File: src/rtl/cce_pkg.sv
package cce_pkg;
  typedef enum logic [2:0] {
    ST_IDLE,
    ST_RD,
    ST_LNK,
    ST_FIN,
    ST_DONE
  } cce_state_e;
endpackage

File: src/rtl/cce_burst.sv
module cce_burst (
  input  logic clk_i,
  input  logic rst_ni,
  input  logic new_unit_i,
  input  logic req_i,
  input  logic gnt_i,
  output logic first_o
);
  logic first_q;

  always_ff @(posedge clk_i or negedge rst_ni) begin
    if (!rst_ni)                first_q <= 1'b0;
    else if (new_unit_i)        first_q <= 1'b1;
    else if (req_i && gnt_i)    first_q <= 1'b0;
    else if (req_i && !gnt_i)   first_q <= 1'b1;  // page lost while refused
  end

  assign first_o = req_i & first_q;


  reopen_chk: assert property (@(posedge clk_i) disable iff (!rst_ni)
    req_i && !gnt_i |=> !req_i || first_o);
endmodule

File: src/rtl/cce_sink.sv
module cce_sink #(
  parameter int DATA_W = 16,
  parameter int DST_W  = 12
) (
  input  logic              clk_i,
  input  logic              rst_ni,
  input  logic              load_i,
  input  logic [DST_W-1:0]  base_i,
  input  logic              word_vld_i,
  input  logic [DATA_W-1:0] word_i,
  output logic              we_o,
  output logic [DST_W-1:0]  addr_o,
  output logic [DATA_W-1:0] data_o
);
  logic [DST_W-1:0] ptr_q;

  always_ff @(posedge clk_i or negedge rst_ni) begin
    if (!rst_ni) begin
      ptr_q  <= '0;
      we_o   <= 1'b0;
      addr_o <= '0;
      data_o <= '0;
    end else begin
      we_o <= word_vld_i;
      if (load_i) begin
        ptr_q <= base_i;
      end else if (word_vld_i) begin
        addr_o <= ptr_q;
        data_o <= word_i;
        ptr_q  <= ptr_q + DST_W'(1);
      end
    end
  end


  dst_incr_chk: assert property (@(posedge clk_i) disable iff (!rst_ni)
    we_o |=> !we_o || addr_o == $past(addr_o) + DST_W'(1));
endmodule

File: src/rtl/cce_walker.sv
module cce_walker
  import cce_pkg::*;
#(
  parameter int DATA_W     = 16,
  parameter int UNIT_WORDS = 8,
  parameter int TAG_W      = 5,
  parameter int LEN_W      = 12,
  localparam int IDX_W     = $clog2(UNIT_WORDS),
  localparam int ADDR_W    = TAG_W + IDX_W
) (
  input  logic              clk_i,
  input  logic              rst_ni,
  input  logic              go_i,
  input  logic [TAG_W-1:0]  start_tag_i,
  input  logic [LEN_W-1:0]  len_i,
  output logic              load_o,
  output logic              new_unit_o,
  output logic              busy_o,
  output logic              done_o,
  output logic              rd_req_o,
  output logic [ADDR_W-1:0] rd_addr_o,
  input  logic              rd_gnt_i,
  input  logic [DATA_W-1:0] rd_data_i,
  output logic              word_vld_o,
  output logic              free_vld_o,
  output logic [TAG_W-1:0]  free_tag_o
);
  localparam logic [IDX_W-1:0] LNK_IDX = IDX_W'(UNIT_WORDS - 1);

  cce_state_e       state_q;
  logic [TAG_W-1:0] tag_q;
  logic [IDX_W-1:0] idx_q;
  logic [LEN_W-1:0] rem_q;
  logic             ret_q, ret_lnk_q;
  logic [LEN_W:0]   len_p1;
  logic [LEN_W-1:0] words;
  logic             go_ok, is_lnk, lnk_back;

  assign len_p1   = {1'b0, len_i} + (LEN_W+1)'(1);
  assign words    = len_p1[LEN_W:1];
  assign go_ok    = go_i && (state_q == ST_IDLE);
  assign is_lnk   = (idx_q == LNK_IDX);
  assign lnk_back = (state_q == ST_LNK) && ret_q && ret_lnk_q;

  assign rd_req_o   = (state_q == ST_RD);
  assign rd_addr_o  = {tag_q, idx_q};
  assign busy_o     = (state_q != ST_IDLE);
  assign load_o     = go_ok;
  assign new_unit_o = go_ok || lnk_back;
  assign word_vld_o = ret_q && !ret_lnk_q;

  always_ff @(posedge clk_i or negedge rst_ni) begin
    if (!rst_ni) begin
      state_q    <= ST_IDLE;
      tag_q      <= '0;
      idx_q      <= '0;
      rem_q      <= '0;
      ret_q      <= 1'b0;
      ret_lnk_q  <= 1'b0;
      free_vld_o <= 1'b0;
      free_tag_o <= '0;
      done_o     <= 1'b0;
    end else begin
      free_vld_o <= 1'b0;
      done_o     <= 1'b0;
      ret_q      <= rd_req_o && rd_gnt_i;
      ret_lnk_q  <= rd_req_o && rd_gnt_i && is_lnk;
      unique case (state_q)
        ST_IDLE: if (go_i) begin
          tag_q   <= start_tag_i;
          idx_q   <= '0;
          rem_q   <= words;
          state_q <= (words == '0) ? ST_FIN : ST_RD;
        end
        ST_RD: if (rd_gnt_i) begin
          if (is_lnk) begin
            state_q <= ST_LNK;
          end else begin
            rem_q <= rem_q - LEN_W'(1);
            if (rem_q == LEN_W'(1)) state_q <= ST_FIN;
            else                    idx_q   <= idx_q + IDX_W'(1);
          end
        end
        ST_LNK: if (lnk_back) begin
          free_vld_o <= 1'b1;
          free_tag_o <= tag_q;
          tag_q      <= rd_data_i[TAG_W-1:0];
          idx_q      <= '0;
          state_q    <= ST_RD;
        end
        ST_FIN: begin
          free_vld_o <= 1'b1;
          free_tag_o <= tag_q;
          state_q    <= ST_DONE;
        end
        ST_DONE: begin
          done_o  <= 1'b1;
          state_q <= ST_IDLE;
        end
        default: state_q <= ST_IDLE;
      endcase
    end
  end


  hold_chk: assert property (@(posedge clk_i) disable iff (!rst_ni)
    rd_req_o && !rd_gnt_i |=> rd_req_o && $stable(rd_addr_o));

  done_pulse_chk: assert property (@(posedge clk_i) disable iff (!rst_ni)
    done_o |=> !done_o);

  no_tail_link_chk: assert property (@(posedge clk_i) disable iff (!rst_ni)
    rd_req_o && is_lnk |-> rem_q != '0);

  free_busy_chk: assert property (@(posedge clk_i) disable iff (!rst_ni)
    free_vld_o |-> busy_o);

  go_busy_chk: assert property (@(posedge clk_i) disable iff (!rst_ni)
    go_i && busy_o && !done_o |=> $stable(rd_addr_o) || rd_req_o || busy_o);
endmodule

File: src/rtl/chain_copy_engine.sv
module chain_copy_engine #(
  parameter int DATA_W     = 16,
  parameter int ADDR_W     = 8,
  parameter int UNIT_WORDS = 8,
  parameter int LEN_W      = 12,
  parameter int DST_W      = 12,
  localparam int TAG_W     = ADDR_W - $clog2(UNIT_WORDS)
) (
  input  logic              clk_i,
  input  logic              rst_ni,
  input  logic              go_i,
  input  logic [TAG_W-1:0]  start_tag_i,
  input  logic [LEN_W-1:0]  len_i,
  input  logic [DST_W-1:0]  dst_base_i,
  output logic              busy_o,
  output logic              done_o,
  output logic              rd_req_o,
  output logic              rd_first_o,
  output logic [ADDR_W-1:0] rd_addr_o,
  input  logic              rd_gnt_i,
  input  logic [DATA_W-1:0] rd_data_i,
  output logic              dst_we_o,
  output logic [DST_W-1:0]  dst_addr_o,
  output logic [DATA_W-1:0] dst_data_o,
  output logic              free_vld_o,
  output logic [TAG_W-1:0]  free_tag_o
);
  logic load, new_unit, word_vld;

  cce_walker #(
    .DATA_W(DATA_W), .UNIT_WORDS(UNIT_WORDS), .TAG_W(TAG_W), .LEN_W(LEN_W)
  ) u_walker (
    .clk_i, .rst_ni, .go_i, .start_tag_i, .len_i,
    .load_o(load), .new_unit_o(new_unit), .busy_o, .done_o,
    .rd_req_o, .rd_addr_o, .rd_gnt_i, .rd_data_i,
    .word_vld_o(word_vld), .free_vld_o, .free_tag_o
  );

  cce_burst u_burst (
    .clk_i, .rst_ni, .new_unit_i(new_unit),
    .req_i(rd_req_o), .gnt_i(rd_gnt_i), .first_o(rd_first_o)
  );

  cce_sink #(.DATA_W(DATA_W), .DST_W(DST_W)) u_sink (
    .clk_i, .rst_ni, .load_i(load), .base_i(dst_base_i),
    .word_vld_i(word_vld), .word_i(rd_data_i),
    .we_o(dst_we_o), .addr_o(dst_addr_o), .data_o(dst_data_o)
  );


  idle_quiet_chk: assert property (@(posedge clk_i) disable iff (!rst_ni)
    !busy_o |-> !rd_req_o && !dst_we_o && !free_vld_o);
endmodule

File: config.mk
export PLATFORM = sky130hd
export DESIGN_NAME = chain_copy_engine
export DESIGN_NICKNAME = d
export VERILOG_FILES = /design/src/rtl/cce_pkg.sv /design/src/rtl/cce_burst.sv /design/src/rtl/cce_sink.sv /design/src/rtl/cce_walker.sv /design/src/rtl/chain_copy_engine.sv
export SDC_FILE = /design/constraint.sdc
export NUM_CORES = 1
export LEC_CHECK = 0
export ABC_AREA = 1
export BUFFER_PORTS_ARGS = -buffer_cell sky130_fd_sc_hd__buf_2
export CAP_MARGIN = 20
export CORE_MARGIN = 5
export CORE_UTILIZATION = 45
export DETAILED_ROUTE_END_ITERATION = 16
export PLACE_DENSITY_LB_ADDON = 0.15
export SLEW_MARGIN = 5
export SYNTH_ARGS = -nofsm -noshare
export SYNTH_HDL_FRONTEND = slang
export SYNTH_SLANG_ARGS = --single-unit
File: constraint.sdc
create_clock -name clk_i -period 2.2 [get_ports clk_i]
set_input_delay 0 -clock clk_i [delete_from_list [all_inputs] [get_ports clk_i]]
set_output_delay 0 -clock clk_i [all_outputs]
set_load 0.005 [all_outputs]
=== Yosys cells after proc, flatten, opt, wreduce, memory -nomap -nowiden ===
Index checks and enable logic that the tools add are counted.

* Register bits after elaboration: 74

* $add $sub $neg: 4
* Eq/ne operators: 12
* Muxes and demuxes: 30
* Bitwise gates (word level): 2
* Reductions and logical operators: 25

{| class="wikitable"
|+ Operators by type and width
! cell !! number
|-
| $mux 12 || 5
|-
| $mux 3 || 10
|-
| $pmux 12 s2 || 1
|-
| $pmux 5 s2 || 2
|-
| $mux 5 || 3
|-
| $add 12x1->13 const B || 1
|-
| $add 12x1->12 const B || 1
|-
| $eq 12x1->1 const B || 1
|-
| $logic_not 12->1 || 1
|-
| $pmux 3 s4 || 1
|-
| $sub 12x1->12 const B || 1
|-
| $pmux 3 s3 || 1
|-
| $reduce_bool 3->1 || 3
|-
| $ne 2x2->1 const B || 4
|-
| $reduce_and 4->1 || 2
|-
| $reduce_bool 2->1 || 4
|-
| $logic_and 1x1->1 || 7
|-
| $eq 3x2->1 const B || 2
|-
| $eq 3x3->1 const B || 2
|-
| $reduce_and 6->1 || 1
|-
| $mux 1 || 5
|-
| $reduce_and 2->1 || 2
|-
| $add 3x1->3 const B || 1
|-
| $eq 3x1->1 const B || 1
|-
| other kinds (10) || 11
|}

=== Depth between registers and ports, before layout ===
* Depth in word-level cells: 5
* Mapped depth: 12
* Gate-level depth less buffers: 12

=== By module ===
A second synthesis with hierarchy kept.

* Cell total of the unflattened synthesis: 527
* Area total of the unflattened synthesis: 4,057.6 µm²

{| class="wikitable"
|+ Modules (own cells, without submodules)
! module !! times used !! cells an instance !! area each (µm²) !! seq. area each (µm²)
|-
| cce_walker || 1 || 296 || 2,149.6 || 800.8
|-
| cce_sink || 1 || 222 || 1,851.8 || 1,026.0
|-
| cce_burst || 1 || 9 || 56.3 || 25.0
|}

=== Worst setup path before layout ===
Ideal clock, no wire load.

* Path kind: register to register
* Start point: reg u_walker.idx_q[0]
* End point: reg u_walker.rem_q[4]
* Setup time: 0.121 ns
* Arrival time: 1.461 ns
* Data required time: 2.079 ns
* Path slack: 0.618 ns
* Stages on the path, launching flop included: 9
* Buffers on the path: 1
* Clock period less this slack: 1.582 ns
* Cell sequence: dfrtp_1 > ha_1 > ha_1 > inv_1 > nand2_1 > a21oi_2 > buf_4 > o21ai_0 > a22o_1

* Word-level cells in the longest chain between the ends: 3

{| class="wikitable"
|+ RTL lines
! element !! RTL line !! text
|-
| from (decl) || cce_walker.sv:32 || <nowiki>logic [IDX_W-1:0] idx_q;</nowiki>
|-
| from (signal assigned) || cce_walker.sv:81 || <nowiki>else idx_q <= idx_q + IDX_W'(1);</nowiki>
|-
| $eq 3x3->1 || cce_walker.sv:42 || <nowiki>assign is_lnk = (idx_q == LNK_IDX);</nowiki>
|-
| $ne 2x2->1 (no line) || n/a ||
|-
| $reduce_and 4->1 (no line) || n/a ||
|-
| to (signal assigned) || cce_walker.sv:72 || <nowiki>rem_q <= words;</nowiki>
|-
| to (signal assigned) || cce_walker.sv:79 || <nowiki>rem_q <= rem_q - LEN_W'(1);</nowiki>
|-
| to (decl) || cce_walker.sv:33 || <nowiki>logic [LEN_W-1:0] rem_q;</nowiki>
|}

No other way between the ends.
A chain may end at the register's enable or synchronous reset.

=== Final worst setup path ===
* Start point: reg u_walker.state_q[2]
* End point: reg u_sink.ptr_q[0]

* Word-level cells in the longest chain between the ends: 3
* Elaborated cells on any way between the ends: 4
* Those cells by class: mux (1); reduce/logical (3)

{| class="wikitable"
|+ RTL lines
! element !! RTL line !! text
|-
| from (decl) || cce_walker.sv:30 || <nowiki>cce_state_e state_q;</nowiki>
|-
| from (signal assigned) || cce_walker.sv:73 || <nowiki>state_q <= (words == '0) ? ST_FIN : ST_RD;</nowiki>
|-
| $logic_not 3->1 (*) || cce_walker.sv:41 || <nowiki>assign go_ok = go_i && (state_q == ST_IDLE);</nowiki>
|-
| $logic_and 1x1->1 (*) || cce_walker.sv:41 ||
|-
| $mux 12 or $reduce_bool 2->1 (tied branches) || n/a ||
|-
| to (signal assigned) || cce_sink.sv:26 || <nowiki>ptr_q <= base_i;</nowiki>
|-
| to (signal assigned) || cce_sink.sv:30 || <nowiki>ptr_q <= ptr_q + DST_W'(1);</nowiki>
|-
| to (decl) || cce_sink.sv:15 || <nowiki>logic [DST_W-1:0] ptr_q;</nowiki>
|}

Mark *: on every way between the ends. The rest lies on a longest branch, timed or not.

==> results.sh <==
export IMPL_status="complete, no violations"
export IMPL_ios=96
export IMPL_multi_input_area_mm2=0.00165
export IMPL_yosysWarnings=0
export IMPL_critPathTopFamily="simple AND/OR/NAND/NOR gates"
export IMPL_synth_common_cells="168 x nand2_1, 74 x dfrtp_1, 59 x inv_1"
export IMPL_crit_path_start_kind="flop"
export IMPL_drt_iter0_drc=169
export IMPL_cpMaxStageDelayCell="dfrtp_1"
export IMPL_seq_area_frac_synth_pct=48.5
export IMPL_finalCritPeriodShare_pct=82.1
export IMPL_clk_latency_ns=0.34
export IMPL_cp_cell_sequence="inv_1, nand2_2, nor2_2, nand2_2, nand2_2, buf_4, nor2_1, a21oi_1, nand2_1"
export IMPL_hold_ws_ns=0.0468
export IMPL_finalClockSkew_ns=0.0114
export IMPL_die_h_um=102
export IMPL_netlist_cell_type_count=32
export IMPL_die_w_um=102
export IMPL_start_util_pct=46.3
export IMPL_avgRoutedWirePerCell_um=12.5
export IMPL_cts_tree="built"
export IMPL_root_buffer="clkbuf_8"
export IMPL_place_ws_ns=0.408
export IMPL_grt_usage_pct=19.0
export IMPL_antenna_found_initial=0
export IMPL_synth_area_leader_cell="dfrtp_1"
export IMPL_fin_ws_ns=0.395
export IMPL_crit_path_end_kind="flop"
export IMPL_clkTransAtPathRegs_ns=0.08
export IMPL_io_buffers=95
export IMPL_grt_ovfl_total=0
export IMPL_seq_area_mm2=0.00185
export IMPL_hold_path_class="input port to flop"
export IMPL_fmax_ghz=0.554
export IMPL_cts_path_max_buffers=2
export IMPL_cts_sinks=74
export IMPL_ys_ff_latch=74
export IMPL_syn_area_per_cell_um2=7.58
export IMPL_worstPathRequired_ns=2.42
export IMPL_drive_above_1_share_pct=19.8
export IMPL_crit_arrival_ns=2.03
export IMPL_crit_type="flop to flop"
export IMPL_synth_top_area_share_pct=48.5
export IMPL_p_per_area_mw_per_mm2=1200
export IMPL_synth_area_mm2=0.00382
export IMPL_drt_wl_total_um=9280
export IMPL_cts_setup_buffers=0
export IMPL_vias=3609
export IMPL_leakage_nw=2.63
export IMPL_diodes=0
export IMPL_nNetsFinal=692
export IMPL_fillCellCount=809
export IMPL_crit_buf_inv=2
export IMPL_cts_buffers=9
export IMPL_cpPeakStageDelay_ns=0.38
export IMPL_ir_drop_mv=0.466
export IMPL_async_flop_share_pct=100
export IMPL_hpwl_um=6700
export IMPL_synth_most_common_cell="nand2_1"
export IMPL_ant_nets=0
export IMPL_via_per_inst=4.84
export IMPL_first_pass_iters=4
export IMPL_grt_first_pass_wirelength_um=15800
export IMPL_synth_nets=559
export IMPL_area_growth_pct=28.6
export IMPL_die_area_mm2=0.0104
export IMPL_crit_top_cell="nand2_2"
export IMPL_drcViolationCount=0
export IMPL_hold_viol=0
export IMPL_max_slew_margin_pct=68.3
export IMPL_period_needed_ns=1.81
export IMPL_cp_max_fo=44
export IMPL_synthCells=504
export IMPL_yosys_top_cells_area="dfrtp_1 48%, nand2_1 17%, inv_1 5.8%, nor2_1 4.8%, o21ai_0 4.2%"
export IMPL_first_global_vias=3562
export IMPL_gp_congestion=0.853
export IMPL_synth_edf_count=0
export IMPL_grt_max_degree=45
export IMPL_slew_viol_final=0
export IMPL_grt_setup_unrepaired="false"
export IMPL_synthFlopType="dfrtp_1"
export IMPL_h_tree_depth=3
export IMPL_rows=33
export IMPL_fin_tns_setup_ns=0
export IMPL_maxCapViolations=0
export IMPL_max_slew_worst_pin_slew_ns=0.476
export IMPL_setup_viol=0
export IMPL_core_mm2=0.00826
area by class of cell:
type | instances | share of cell area (%)
clock buffer | 11 | 2.67
clock inverter | 3 | 0.382
inverter | 65 | 4.97
multi-input combinational | 351 | 33.6
sequential | 74 | 37.7
tap | 105 | 2.67
timing repair buffer | 136 | 18.0
metrics by stage:
step           power, mW  area, um2  util [%]  cells
2_1_floorplan       4.11       3820         -    504
3_3_place_gp        4.95       4410      53.4    696
3_5_place_dp        5.02       4410      53.4    696
4_1_cts             5.95       4910      59.5    745
5_1_grt             6.50       4910      59.5    745
6_report            5.88       4910      59.5    745
report_power, final:
part | internal, mW | leakage (nW) | total, mW | switching (mW)
combinational | 1.07 | 1.63 | 2.66 | 1.59
sequential | 1.96 | 0.925 | 2.36 | 0.392
clock | 0.396 | 0.0790 | 0.861 | 0.466
final timing paths:
path | endpoint | start | slack [ns] | cells after the start
max | u_sink.ptr_q[0] | u_walker.state_q[2] | 0.39 | 9
min | u_sink.ptr_q[8] | go_i | 0.05 | 4
max reg2reg | u_sink.ptr_q[0] | u_walker.state_q[2] | 0.39 | 9
min reg2reg | u_walker.state_q[2] | u_walker.state_q[2] | 0.45 | 1
max in group asynchronous | u_sink.ptr_q[10] | rst_ni | 1.47 | 3
min in group asynchronous | u_burst.first_q | rst_ni | 0.16 | 2
tightest hold or removal path, cell delays in order:
cell and delay (ns):
buf_2 0.11, nand2_2 0.09, o311ai_0 0.09, nand2_1 0.05
routing by layer:
layer	part of all wire, %	up-vias	wire (um)	GRT usage [%]
met5	0	-	0	0
met4	1.4	0	134	6.96
met3	4.9	9	454	3.48
met2	48	75	4480	31.8
met1	45	1649	4210	24.6
li1	-	1876	-	-
registers in the layout (all words and copies together) (netlist names):
name,cells
u_walker.free_tag_o,5
u_walker.free_vld_o,1
u_burst.first_q,1
u_walker.rem_q,12
u_walker.ret_q,1
u_sink.we_o,1
u_walker.idx_q,3
u_sink.addr_o,12
u_sink.data_o,16
u_walker.state_q,3
u_walker.done_o,1
u_walker.ret_lnk_q,1
u_walker.tag_q,5
u_sink.ptr_q,12
repair_timing:
action                                  in CTS  in global routing
hold endpoints to repair                    70                  0
endpoints found under the setup margin       0                  0
resized for setup                            0                  0
hold buffers                                35                  0
cells in the final DEF (no fill, tap or decap), types with 2 or more instances in the layout:
cell and instances:
nand2_1 168, xor2_1 5, nor3_1 6, inv_1 59, nor2_1 49, o221ai_1 5
nand2_2 3, buf_4 6, o21bai_1 2, buf_2 94, clkbuf_1 2, ha_1 6
inv_2 6, o211ai_1 7, dlygate4sd3_1 35, a31oi_1 2, clkinv_2 2, o21ai_0 32
o2111ai_1 2, nor2_2 2, nand3_1 30, dfrtp_1 74, clkbuf_8 9, nand4_1 5
o21ai_1 6, a21oi_1 12, a22o_1 2
kinds of logic after synthesis:
family / count (synthesis) / synth area share (%)
AOI/OAI and AO/OA: 73 / 11.4
xor gates and xnor gates: 5 / 1.15
adders and majority gates: 6 / 1.96
buffers and inverters: 79 / 8.38
DFF: 74 / 48.5
muxes: 1 / 0.393
and+or+nand+nor: 266 / 28.3
Power figures use the tool's default switching activity.
